==> src/rtl/succession_chain.sv <==
module succession_chain #(
  parameter int NC  = 6,
  parameter int K   = 3,
  parameter int IDW = $clog2(NC),
  parameter int LW  = $clog2(K + 1)
) (
  input  logic              clk,
  input  logic              rst_n,
  input  logic              miss_vld,
  input  logic [IDW-1:0]    miss_id,
  output logic              miss_rdy,
  input  logic              evict_vld,
  input  logic [IDW-1:0]    evict_id,
  output logic [2*NC-1:0]   state_o,
  output logic [LW*NC-1:0]  rank_o,
  output logic [NC-1:0]     live_o,
  output logic              wb_cancel_o,
  output logic              wb_req_o
);
  localparam logic [LW-1:0] KMAX = LW'(K);
  localparam logic [LW-1:0] ONE  = LW'(1);

  logic [NC-1:0]          hold, own, live;
  logic [NC-1:0][LW-1:0]  lab;
  logic [NC-1:0]          n_hold, n_own, n_live;
  logic [NC-1:0][LW-1:0]  n_lab;
  logic                   n_cancel, n_req;

  wire ev_ok = evict_vld && (32'(evict_id) < NC);
  wire mv_ok = miss_vld  && (32'(miss_id)  < NC);

  assign miss_rdy = !evict_vld;

  always_comb begin
    logic            succ;
    logic [IDW-1:0]  succ_id;
    logic [IDW-1:0]  e;
    logic [LW-1:0]   ek;
    n_hold = hold; n_own = own; n_live = live; n_lab = lab;
    n_cancel = 1'b0; n_req = 1'b0;
    succ = 1'b0; succ_id = '0;
    for (int i = 0; i < NC; i++)
      if (hold[i] && !own[i] && lab[i] == ONE && live[i]) begin
        succ = 1'b1; succ_id = IDW'(i);
      end
    e  = evict_id;
    ek = ev_ok ? lab[e] : '0;
    if (ev_ok && hold[e]) begin
      if (own[e]) begin
        if (succ) begin
          n_cancel = 1'b1;
          for (int i = 0; i < NC; i++) begin
            if (IDW'(i) == succ_id) begin
              n_own[i] = 1'b1; n_lab[i] = '0; n_live[i] = 1'b0;
            end else if (hold[i] && lab[i] > ONE) begin
              n_lab[i] = lab[i] - ONE;
            end
          end
        end else begin
          n_req = 1'b1;
        end
      end else if (ek != '0) begin
        for (int i = 0; i < NC; i++)
          if (hold[i] && lab[i] > ek) n_live[i] = 1'b0;
      end
      n_hold[e] = 1'b0; n_own[e] = 1'b0; n_lab[e] = '0; n_live[e] = 1'b0;
    end else if (!evict_vld && mv_ok && !hold[miss_id]) begin
      for (int i = 0; i < NC; i++) begin
        if (hold[i] && own[i]) begin
          n_own[i] = 1'b0; n_lab[i] = ONE; n_live[i] = 1'b1;
        end else if (hold[i] && lab[i] != '0) begin
          if (lab[i] == KMAX) begin
            n_lab[i] = '0; n_live[i] = 1'b0;
          end else begin
            n_lab[i] = lab[i] + ONE;
          end
        end
      end
      n_hold[miss_id] = 1'b1; n_own[miss_id] = 1'b1;
      n_lab[miss_id]  = '0;   n_live[miss_id] = 1'b0;
    end
  end

  always_ff @(posedge clk) begin
    if (!rst_n) begin
      hold <= '0; own <= '0; live <= '0; lab <= '0;
      wb_cancel_o <= 1'b0; wb_req_o <= 1'b0;
    end else begin
      hold <= n_hold; own <= n_own; live <= n_live; lab <= n_lab;
      wb_cancel_o <= n_cancel; wb_req_o <= n_req;
    end
  end

  for (genvar i = 0; i < NC; i++) begin : g_out
    assign state_o[2*i +: 2] = !hold[i] ? 2'd0 : own[i] ? 2'd2 :
                               (lab[i] != '0) ? 2'd3 : 2'd1;
    assign rank_o[LW*i +: LW] = lab[i];
    assign live_o[i] = live[i];

    AST_LABEL_LIMIT: assert property (@(posedge clk) disable iff (!rst_n)
      lab[i] <= KMAX);
    AST_OWNER_UNRANKED: assert property (@(posedge clk) disable iff (!rst_n)
      own[i] |-> (hold[i] && lab[i] == '0 && !live[i]));
  end

  AST_ONE_OWNER: assert property (@(posedge clk) disable iff (!rst_n)
    $countones(own) <= 1);
  AST_PULSE_EXCL: assert property (@(posedge clk) disable iff (!rst_n)
    !(wb_cancel_o && wb_req_o));
  AST_CANCEL_KEEPS_OWNER: assert property (@(posedge clk) disable iff (!rst_n)
    wb_cancel_o |-> $countones(own) == 1);
  AST_REQ_CLEARS_OWNER: assert property (@(posedge clk) disable iff (!rst_n)
    wb_req_o |-> own == '0);
  AST_EVICT_FIRST: assert property (@(posedge clk) disable iff (!rst_n)
    (evict_vld && miss_vld && (32'(miss_id) < NC) && !hold[miss_id] && !(ev_ok && own[evict_id]))
      |=> !own[$past(miss_id)]);
endmodule

==> config.mk <==
export PLATFORM = sky130hd
export DESIGN_NAME = succession_chain
export DESIGN_NICKNAME = d
export VERILOG_FILES = /design/src/rtl/succession_chain.sv
export SDC_FILE = /design/constraint.sdc
export NUM_CORES = 1
export LEC_CHECK = 0
export BUFFER_PORTS_ARGS = -buffer_cell sky130_fd_sc_hd__buf_2
export CAP_MARGIN = 5
export CELL_PAD_IN_SITES_DETAIL_PLACEMENT = 0
export CELL_PAD_IN_SITES_GLOBAL_PLACEMENT = 1
export CORE_AREA = 3 3 93 95
export CTS_CLUSTER_SIZE = 28
export DETAILED_ROUTE_END_ITERATION = 12
export DIE_AREA = 0 0 96 98
export GPL_TIMING_DRIVEN = 0
export PLACE_DENSITY = 0.92
export SETUP_SLACK_MARGIN = 0.05
export SLEW_MARGIN = 40
export SYNTH_ARGS = -nofsm -noshare
export SYNTH_HDL_FRONTEND = slang
export SYNTH_SLANG_ARGS = --single-unit
==> constraint.sdc <==
create_clock -name clk -period 2.8 [get_ports clk]
set_input_delay 0.14 -clock clk [delete_from_list [all_inputs] [get_ports clk]]
set_output_delay 0.14 -clock clk [all_outputs]
set_load 0.1 [all_outputs]
==> results.cfg, run 1 <==
[status]
status = complete, no violations

[synth]
synthArstFlopShare_pct = 0
postSynthCellCount = 465
synth_top_area_share_pct = 18.44
yosysWarnings = 0
synth.most_common_cell = a21oi_1
ys.flop_type = dfxtp_1
yosys-top-cells-count = a21oi_1, o21ai_0, inv_1, nand2_1, nor2_1
synthDistinctLibCells = 65
yosysTopAreaCell = dfxtp_1
syn_area_um2 = 3473
synth-edff-count = 0
ys_ff_latch = 32
syn_avg_cell_area_um2 = 7.470
ys_seq_area_share_pct = 18.44
syn_nets = 505
netlist_top_cells_area = dfxtp_1, ha_1, a21oi_1

[route]
drt_first_pass_iters = 6
wire_per_inst_um = 20.20
final_antenna_net_count = 0
via_per_inst = 6.350
drc_errors = 0
num_vias = 3905
postRouteWirelength_um = 12420
drt_iter0_markers = 359

[floorplanning]
die_h_um = 98
coreArea_um2 = 7807
die_area_um2 = 9408
top_level_ports = 43
rows = 32
start_util_pct = 44.49
die_x_um = 96

[min_path]
hp-start = rst_n
min_path_cells = 3
hp-class = in2reg
holdPathEnd = live_o[2]$_SDFFE_PN0P_

[global_route]
grt_overflow_total = 0
busiest_layer = met2
first_global_vias = 3653
grtUsageMet3_pct = 4.083
antenna_found_initial = 0
use_met1_pct = 37.38
gr-usage-all-layers_pct = 26.42
grt_start_max_net_pins = 11
met2_usage_pct = 40.89
grt_pass1_wl_um = 19340

[setup_path]
cp_num_buf_inv = 0
reg2reg_depth = 9
cp_slowest_stage_delay_ns = 0.51
crit_path_end_kind = flip-flop
cp.depth = 9
rr_startpoint = rank_o[1]$_SDFFE_PN0P_
r2r-end = live_o[1]$_SDFFE_PN0P_
cp-start-kind = flip-flop
required_ns = 2.95
slowest_stage = dfxtp_1
r2r_slack_ns = 0.27
cp.arrival_ns = 2.69
crit_chain = mux4_2 > nand2_1 > o21ai_1 > nand2_1 > ha_1 > a21oi_1 > a211o_1 > o2111ai_1 > a21oi_1
crit_fanout = 7
cpLargestDelayFamily = compound AO/OA/AOI/OAI gates
critPathKind = reg2reg

[sta]
finalCritPeriodShare_pct = 90.51
tns_ns = 0
fin_skew_ns = 0.007513
worst_pin_slew_ns = 0.7737
hold_violations = 0
fin_crit_ns = 2.534
setup_viol = 0
slew_violations = 0
fmax_mhz = 394.6
relSlewSlack_pct = 48.03
rsz0062_at_grt = no

[placed_design]
place_hpwl_um = 9079
place_area_um2 = 3832
place.gp.congestion = 0.9636
place.port_buffers = 40

[clock_network]
post_cts_buffers = 0
clk_pin_slew_worst_paths_ns = 0.08
clkLatencyLatePin_ns = 0.30
cts_tree = built
cts_resized = 0
cts-root-buf = clkbuf_8
ctsHoldBuffers = 0
cts_buffers = 5
htreeDepth = 2
cts_buffer_depth = 2
clkSinkCount = 32

[power_and_ir_drop]
power_mw = 1.138
peakVddDrop_mv = 0.2005
powerDensity_nw_per_um2 = 288.9
leakagePower_nw = 1.477

[cells_and_area]
antennaDiodeCount = 0
area_growth_syn_to_layout_pct = 13.44
drive_gt1_share_pct = 21.44
regArea_um2 = 646.9
multi_input_area_um2 = 2556
layout.nets = 552
design_area_um2 = 3940
nFillCells = 798

[run]
cap_viol_max_count = 0
## final cells by class
type | count | area share, %
flip-flops and latches | 32 | 16.42
clock inverters | 2 | 0.8892
clock buffers | 6 | 1.842
plain buffers | 25 | 4.224
repair buffers | 40 | 5.081
well taps | 102 | 3.239
multi-input cells | 372 | 64.88
inverters | 36 | 3.430
## flip-flops by register name (all words and copies together), names as in the netlist
signal / cells
hold: 6
own: 6
wb_req_o: 1
live_o: 6
wb_cancel_o: 1
rank_o: 12
## worst register-to-register path: cells and delay by family, from the launching register on
kind            cells  cell delay, ns
simple gates        2            0.38
fa+ha+maj           1            0.44
mux                 1            0.31
flops               1            0.51
compound gates      5            0.74
## how the worst max path moves through the flow
stage / startpoint / endpoint / slack (ns)
final: rank_o[1]$_SDFFE_PN0P_ / live_o[1]$_SDFFE_PN0P_ / 0.27
after CTS: rank_o[1]$_SDFFE_PN0P_ / live_o[3]$_SDFFE_PN0P_ / 0.31
after global routing: rank_o[0]$_SDFFE_PN0P_ / live_o[3]$_SDFFE_PN0P_ / 0.21
after global placement: evict_id[0] / live_o[1]$_SDFFE_PN0P_ / 0.29
after detailed placement: evict_id[0] / live_o[1]$_SDFFE_PN0P_ / 0.29
after floorplan: rank_o[4]$_SDFFE_PN0P_ / live_o[3]$_SDFFE_PN0P_ / 0.05
## cell families after synthesis
| kind of cell | share of synthesized area (%) |
|---|---|
| fa+ha+maj | 10.81 |
| mux | 3.782 |
| flops | 18.44 |
| simple gates | 25.65 |
| buf+inv | 8.682 |
| compound gates | 32.64 |
## report_power, final
part           switching [mW]  leakage, nW  internal (mW)
logic                   0.149         1.16         0.0576
registers             0.00668        0.261          0.459
clock network           0.201       0.0552          0.265
total                   0.357         1.48          0.781
## layout by cell type (no fill, tap or decap), types with 4 or more instances in the layout
cell	netlist	routed
nor3b_1	4	4
and3_1	8	8
nand3b_1	4	4
a22oi_1	9	9
nand3_1	12	12
nor2b_1	7	7
o21ai_0	37	37
clkbuf_1	7	8
nand2_1	36	36
buf_2	10	50
and2_1	5	5
nor2_1	33	32
nor3_2	6	6
a21oi_2	1	7
nor3_1	23	23
a211oi_2	4	4
a31oi_1	10	10
o22ai_1	4	4
inv_1	36	36
ha_1	30	30
dfxtp_1	32	27
nand4_1	8	8
clkbuf_8	0	5
buf_6	8	8
mux2i_1	6	6
a211o_1	7	7
o21ai_1	5	5
o211ai_1	9	9
dfxtp_2	0	5
a21oi_1	47	41
## through the flow
stage,hold WS [ns],setup slack [ns],cells,utilization (%)
final,0.2586,0.2657,615,50.46
after global routing,0.3172,0.2128,615,50.46
after CTS,0.2487,0.3107,615,50.46
after detailed placement,0.5399,0.2914,607,49.09
after global placement,0.5266,0.2866,607,49.09
after floorplan,0.3403,0.05005,465,-
## routing by layer
layer,up-vias,wire length (µm)
li1,1821,-
met1,1798,5286
met2,256,5504
met3,30,1282
met4,0,347
met5,-,0
Power figures use the tool's default switching activity.
==> inputs of run 2 (changes only) <==
==> constraint.sdc (replaced) <==
create_clock -name clk -period 2.8 [get_ports clk]
set_input_delay 0.56 -clock clk [delete_from_list [all_inputs] [get_ports clk]]
set_output_delay 0.56 -clock clk [all_outputs]
set_load 0.1 [all_outputs]
==> results.cfg, run 2 (same netlist as run 1, synthesis figures left out) <==
[sta]
hold_violations = 0
setup_viol = 0
fmax_mhz = 376.7
fin_crit_ns = 2.655
rsz0062_at_grt = no
relSlewSlack_pct = 51.93
fin_skew_ns = 0.01453
slew_violations = 0
finalCritPeriodShare_pct = 94.81
hold_ws_ns = 0.5518
worst_pin_slew_ns = 0.7155

[clock_network]
clkSinkCount = 32
htreeDepth = 2
ctsHoldBuffers = 0
cts-root-buf = clkbuf_8
cts_buffer_depth = 2
cts_tree = built
cts_buffers = 5
clk_pin_slew_worst_paths_ns = 0.08
clkLatencyLatePin_ns = 0.30

[setup_path]
critPathKind = in2reg
crit_path_end_kind = flip-flop
required_ns = 2.97
reg2reg_depth = 8
cp.arrival_ns = 2.82
rr_startpoint = rank_o[0]$_SDFFE_PN0P_
r2r-end = live_o[3]$_SDFFE_PN0P_
crit_fanout = 10
r2r_slack_ns = 0.28
cp-start-kind = input port

[floorplanning]
die_x_um = 96
start_util_pct = 44.49
top_level_ports = 43
rows = 32
coreArea_um2 = 7807
die_h_um = 98
die_area_um2 = 9408

[global_route]
first_global_vias = 3631
grt_start_max_net_pins = 12
gr-usage-all-layers_pct = 26.76
grt_pass1_wl_um = 19600
antenna_found_initial = 0
grt_overflow_total = 0

[placed_design]
place.port_buffers = 40
place.gp.congestion = 0.9454
place_hpwl_um = 9070

[cells_and_area]
area_growth_syn_to_layout_pct = 14.91
layout.nets = 552
regArea_um2 = 646.9
final_common_cell = buf_2
multi_input_area_um2 = 2604
drive_gt1_share_pct = 21.83
largest_register_ffs = 12
antennaDiodeCount = 0
nFillCells = 781
final_cell_mix = buf_2, a21oi_1, o21ai_0

[min_path]
hp-class = reg2reg
holdPathEnd = live_o[1]$_SDFFE_PN0P_
min_path_cells = 2
hp-start = live_o[1]$_SDFFE_PN0P_

[power_and_ir_drop]
seqPwrFrac_pct = 40.6
p_int_uw = 780.8
p_switching_uw = 368.1
peakVddDrop_mv = 0.1906
p_sw_share_pct = 32.04
powerDensity_nw_per_um2 = 287.9
clkPwrFrac_pct = 41.1
power_mw = 1.149
leakagePower_nw = 1.478
pwr-share-comb_pct = 18.3

[route]
postRouteWirelength_um = 12720
num_vias = 3947
drt_iter0_markers = 409
via_per_inst = 6.418
drt_first_pass_iters = 5
drc_errors = 0
wire_per_inst_um = 20.68
final_antenna_net_count = 0

[status]
status = complete, no violations

[run]
cap_viol_max_count = 0
==> run 2: cell count changes in the layout (fill, tap and decap cells not counted) <==
cell and change:
a21oi_2 -6, a21oi_4 +6, clkbuf_1 -1, clkinvlp_4 +1, nand2_1 -1, nand2_2 +1
==> run 2: critical path: stages <==
cell and delay (ns):
buf_2 0.13, buf_6 0.16, mux4_2 0.53, nand2_1 0.08, o21ai_1 0.08, and2_1 0.35, ha_1 0.27, inv_1 0.05
a21oi_1 0.06, a211o_1 0.29, o2111ai_1 0.18, a21oi_1 0.08
==> run 2: worst max path at each step <==
stage / from / endpoint / slack, ns / depth (start not counted)
floorplan: rank_o[0]$_SDFFE_PN0P_ / state_o[1] / 0.04 / 3
global placement: evict_id[0] / live_o[1]$_SDFFE_PN0P_ / -0.16 / 10
detailed placement: evict_id[0] / live_o[1]$_SDFFE_PN0P_ / -0.18 / 10
CTS: evict_id[0] / live_o[1]$_SDFFE_PN0P_ / 0.12 / 10
global route: evict_id[1] / live_o[1]$_SDFFE_PN0P_ / 0.05 / 12
finish: evict_id[1] / live_o[1]$_SDFFE_PN0P_ / 0.15 / 12
==> run 2: layout make-up <==
class,instances,share of cell area (%)
tap,102,3.197
clock buffer,5,1.724
multi-input combinational,372,65.24
inverter,36,3.386
timing repair buffer,40,5.016
clock inverter,3,1.066
buffer,25,4.169
sequential,32,16.21
==> run 2: routing by layer <==
layer / global-route usage (%) / routed length (µm) / up-vias
li1: - / - / 1825
met1: 37.09 / 5406 / 1853
met2: 41.05 / 5764 / 233
met3: 5.085 / 1207 / 36
met4: 9.409 / 342 / 0
met5: 0 / 0 / -
==> run 2: power by group through the flow <==
stage / Combinational [mW] / Clock (mW) / Sequential, mW
6_report: 0.210 / 0.472 / 0.466
5_1_grt: 0.221 / 0.485 / 0.467
4_1_cts: 0.204 / 0.466 / 0.466
3_5_place_dp: 0.203 / 0 / 0.477
3_3_place_gp: 0.199 / 0 / 0.477
2_1_floorplan: 0.133 / 0 / 0.488
==> run 2: what timing repair did <==
| item | in CTS | in global routing |
|---|---|---|
| resized for setup | 0 | 1 |
| setup endpoints to repair | 0 | 2 |
| buffers inserted | 0 | 0 |
| hold endpoints to repair | 0 | 0 |
==> run 2: per-stage QoR <==
step	utilization, %	instances	TNS [ns]	instance area, µm²	setup WS (ns)
after global routing	51.12	615	0	3991	0.05161
after CTS	51.09	615	0	3989	0.1197
final	51.12	615	0	3991	0.1453
after detailed placement	49.66	607	-0.7568	3877	-0.1802
after global placement	49.66	607	-0.6010	3877	-0.1608
after floorplan	-	465	0	3550	0.04479
==> inputs of run 3 (changes only) <==
--- a/config.mk
+++ b/config.mk
@@ -5,16 +5,17 @@
 export SDC_FILE = /design/constraint.sdc
 export NUM_CORES = 1
 export LEC_CHECK = 0
+export ABC_AREA = 1
 export BUFFER_PORTS_ARGS = -buffer_cell sky130_fd_sc_hd__buf_2
 export CAP_MARGIN = 5
 export CELL_PAD_IN_SITES_DETAIL_PLACEMENT = 0
 export CELL_PAD_IN_SITES_GLOBAL_PLACEMENT = 1
-export CORE_AREA = 3 3 93 95
+export CORE_AREA = 3 3 94 96
 export CTS_CLUSTER_SIZE = 28
 export DETAILED_ROUTE_END_ITERATION = 12
-export DIE_AREA = 0 0 96 98
+export DIE_AREA = 0 0 97 99
 export GPL_TIMING_DRIVEN = 0
-export PLACE_DENSITY = 0.92
+export PLACE_DENSITY = 0.91
 export SETUP_SLACK_MARGIN = 0.05
 export SLEW_MARGIN = 40
 export SYNTH_ARGS = -nofsm -noshare
==> results.cfg, run 3 <==
[setup_path]
cp.arrival_ns = 2.67
slowest_stage = a21oi_2
cpLargestDelayFamily = compound AO/OA/AOI/OAI gates
cp-start-kind = input port
required_ns = 2.99
crit_chain = buf_4 > a21oi_2 > nand2_1 > ha_1 > a21oi_1 > o21ai_0 > nor2_1 > nand2_1 > nand2_1 > nand2_1 > nand2_1 > a21oi_1
cp_num_buf_inv = 1
cp_slowest_stage_delay_ns = 0.47
cpMostUsedCell = nand2_1
crit_path_end_kind = flip-flop
crit_fanout = 9
rr_startpoint = rank_o[2]$_SDFFE_PN0P_
critPathKind = in2reg
critPathLaunch = evict_id[1]

[clock_network]
cts_buffers = 5
cts_tree = built
ctsHoldBuffers = 0
clk_pin_slew_worst_paths_ns = 0.08
cts-root-buf = clkbuf_8
htreeDepth = 2
cts_resized = 0
post_cts_buffers = 0
clkSinkCount = 32
clkLatencyLatePin_ns = 0.30
cts_buffer_depth = 2

[synth]
syn_avg_cell_area_um2 = 5.754
yosysTopAreaCell = nand2_1
muxShareOfSynthArea_pct = 0
ys_ff_latch = 32
synth-edff-count = 0
yosysWarnings = 0
syn_nets = 598
synth_compound_area_share_pct = 18.71
synth_top_family_by_area = simple AND/OR/NAND/NOR gates
ys.flop_type = dfxtp_1
synthDistinctLibCells = 31
postSynthCellCount = 558
ys_seq_area_share_pct = 19.95
synthXorXnorAreaFrac_pct = 0.2728
synth_top_area_share_pct = 20.46
synth.most_common_cell = nand2_1
yosys-top-cells-count = nand2_1, inv_1, nor2_1
yosys.area_share.simple_pct = 38.62
syn_area_um2 = 3211
synthAdderAreaFrac_pct = 11.69
netlist_top_cells_area = nand2_1, dfxtp_1, ha_1
synthArstFlopShare_pct = 0

[sta]
setup_viol = 0
tns_ns = 0
worst_pin_slew_ns = 0.7684
fin_crit_ns = 2.483
hold_violations = 0
relSlewSlack_pct = 48.77
rsz0062_at_grt = no
fin_skew_ns = 0.007949
fmax_mhz = 402.8
finalCritPeriodShare_pct = 88.67
slew_violations = 0
worst_slack_ns = 0.3171

[route]
num_vias = 3866
wire_per_inst_um = 15.93
via_per_inst = 5.430
final_antenna_net_count = 0
drc_errors = 0
postRouteWirelength_um = 11340
drt_first_pass_iters = 5
drt_iter0_markers = 223

[placed_design]
place.port_buffers = 41
post-place-ws_ns = 0.04139
place.gp.congestion = 0.9598
place_hpwl_um = 8422

[status]
status = complete, no violations

[global_route]
grt_start_max_net_pins = 12
first_global_vias = 3536
grt_overflow_total = 0
antenna_found_initial = 0
grt_pass1_wl_um = 17670
gr-usage-all-layers_pct = 23.09

[power_and_ir_drop]
peakVddDrop_mv = 0.1607
leakagePower_nw = 1.813
powerDensity_nw_per_um2 = 333.8

[cells_and_area]
antennaDiodeCount = 0
layout.nets = 646
nFillCells = 892
final_common_cell = nand2_1
largest_register_ffs = 12
final_cell_mix = nand2_1, inv_1, nor2_1
drive_gt1_share_pct = 14.50
area_growth_syn_to_layout_pct = 14.69

[floorplanning]
rows = 33
coreArea_um2 = 8134
die_x_um = 97
top_level_ports = 43
die_h_um = 99
die_area_um2 = 9603
start_util_pct = 39.47

[run]
cap_viol_max_count = 0

[min_path]
hp-class = reg2reg
hp-start = live_o[2]$_SDFFE_PN0P_
run 3: changes by cell type after synthesis, moves of 8 or more:
cell,previous run,this run
inv_1,36,64
nand2_1,36,175
nand3_1,12,39
a31oi_1,10,2
and3_1,8,0
o21ai_0,37,49
a22oi_1,9,0
nor2_1,33,63
nor3_1,23,10
o211ai_1,9,1
run 3: metrics by stage:
stage	std cells	utilization [%]	cell area [µm²]	hold WS, ns	total power [mW]
CTS	712	45.27	3682	0.4977	1.227
global placement	704	43.90	3571	0.4827	0.7571
detailed placement	704	43.90	3571	0.4873	0.7591
finish	712	45.27	3682	0.4989	1.229
global route	712	45.27	3682	0.5050	1.275
floorplan	558	-	3234	0.5015	0.6844
run 3: routing by layer:
layer,GRT usage (%),part of all wire (%),vias to the layer above
met5,0,0,-
met4,10.80,3.2,0
met3,3.468,5.4,29
met2,38.85,47,140
met1,29.06,44,1786
li1,-,-,1911
run 3: cell families after synthesis:
group | count (synthesis)
DFF | 32
adders and majority gates | 30
buffers and inverters | 82
and+or+nand+nor | 300
xor gates and xnor gates | 1
AOI/OAI and AO/OA | 113
run 3: final timing paths:
kind / cells after the start / slack [ns] / end
worst max register to register: 17 / 0.52 / live_o[2]$_SDFFE_PN0P_
worst min register to register: 2 / 0.50 / live_o[2]$_SDFFE_PN0P_
worst max-delay path: 12 / 0.32 / live_o[1]$_SDFFE_PN0P_
worst min-delay path: 2 / 0.50 / live_o[2]$_SDFFE_PN0P_
run 3: final cells by class:
type	instances	area, µm²	area share (%)
Buffer	13	86.33	2.345
Clock buffer	5	68.82	1.869
Clock inverter	3	42.54	1.155
Inverter	69	259.0	7.034
Multi-Input combinational cell	444	2233	60.65
Sequential cell	32	655.6	17.80
Tap cell	105	131.4	3.568
Timing Repair Buffer	41	205.2	5.573
run 3: power breakdown:
| group | switching (mW) | internal, mW | total (mW) |
|---|---|---|---|
| Sequential | 0.0177 | 0.466 | 0.484 |
| Clock | 0.212 | 0.264 | 0.476 |
| Combinational | 0.206 | 0.0631 | 0.270 |
| Total | 0.436 | 0.793 | 1.23 |
run 3: worst register-to-register path: stages, from the launching register on:
cell and delay [ns]:
dfxtp_2 0.42, nand2_1 0.09, nand2_1 0.09, nand2_1 0.06, nand2_1 0.05, nand2_1 0.05
nand2_1 0.05, nand2_1 0.06, inv_1 0.31, ha_1 0.31, a21oi_1 0.14, o21ai_0 0.09
nor2_1 0.10, nand2_1 0.06, nand2_1 0.07, nand2_1 0.05, nand2_1 0.06, a21oi_1 0.05
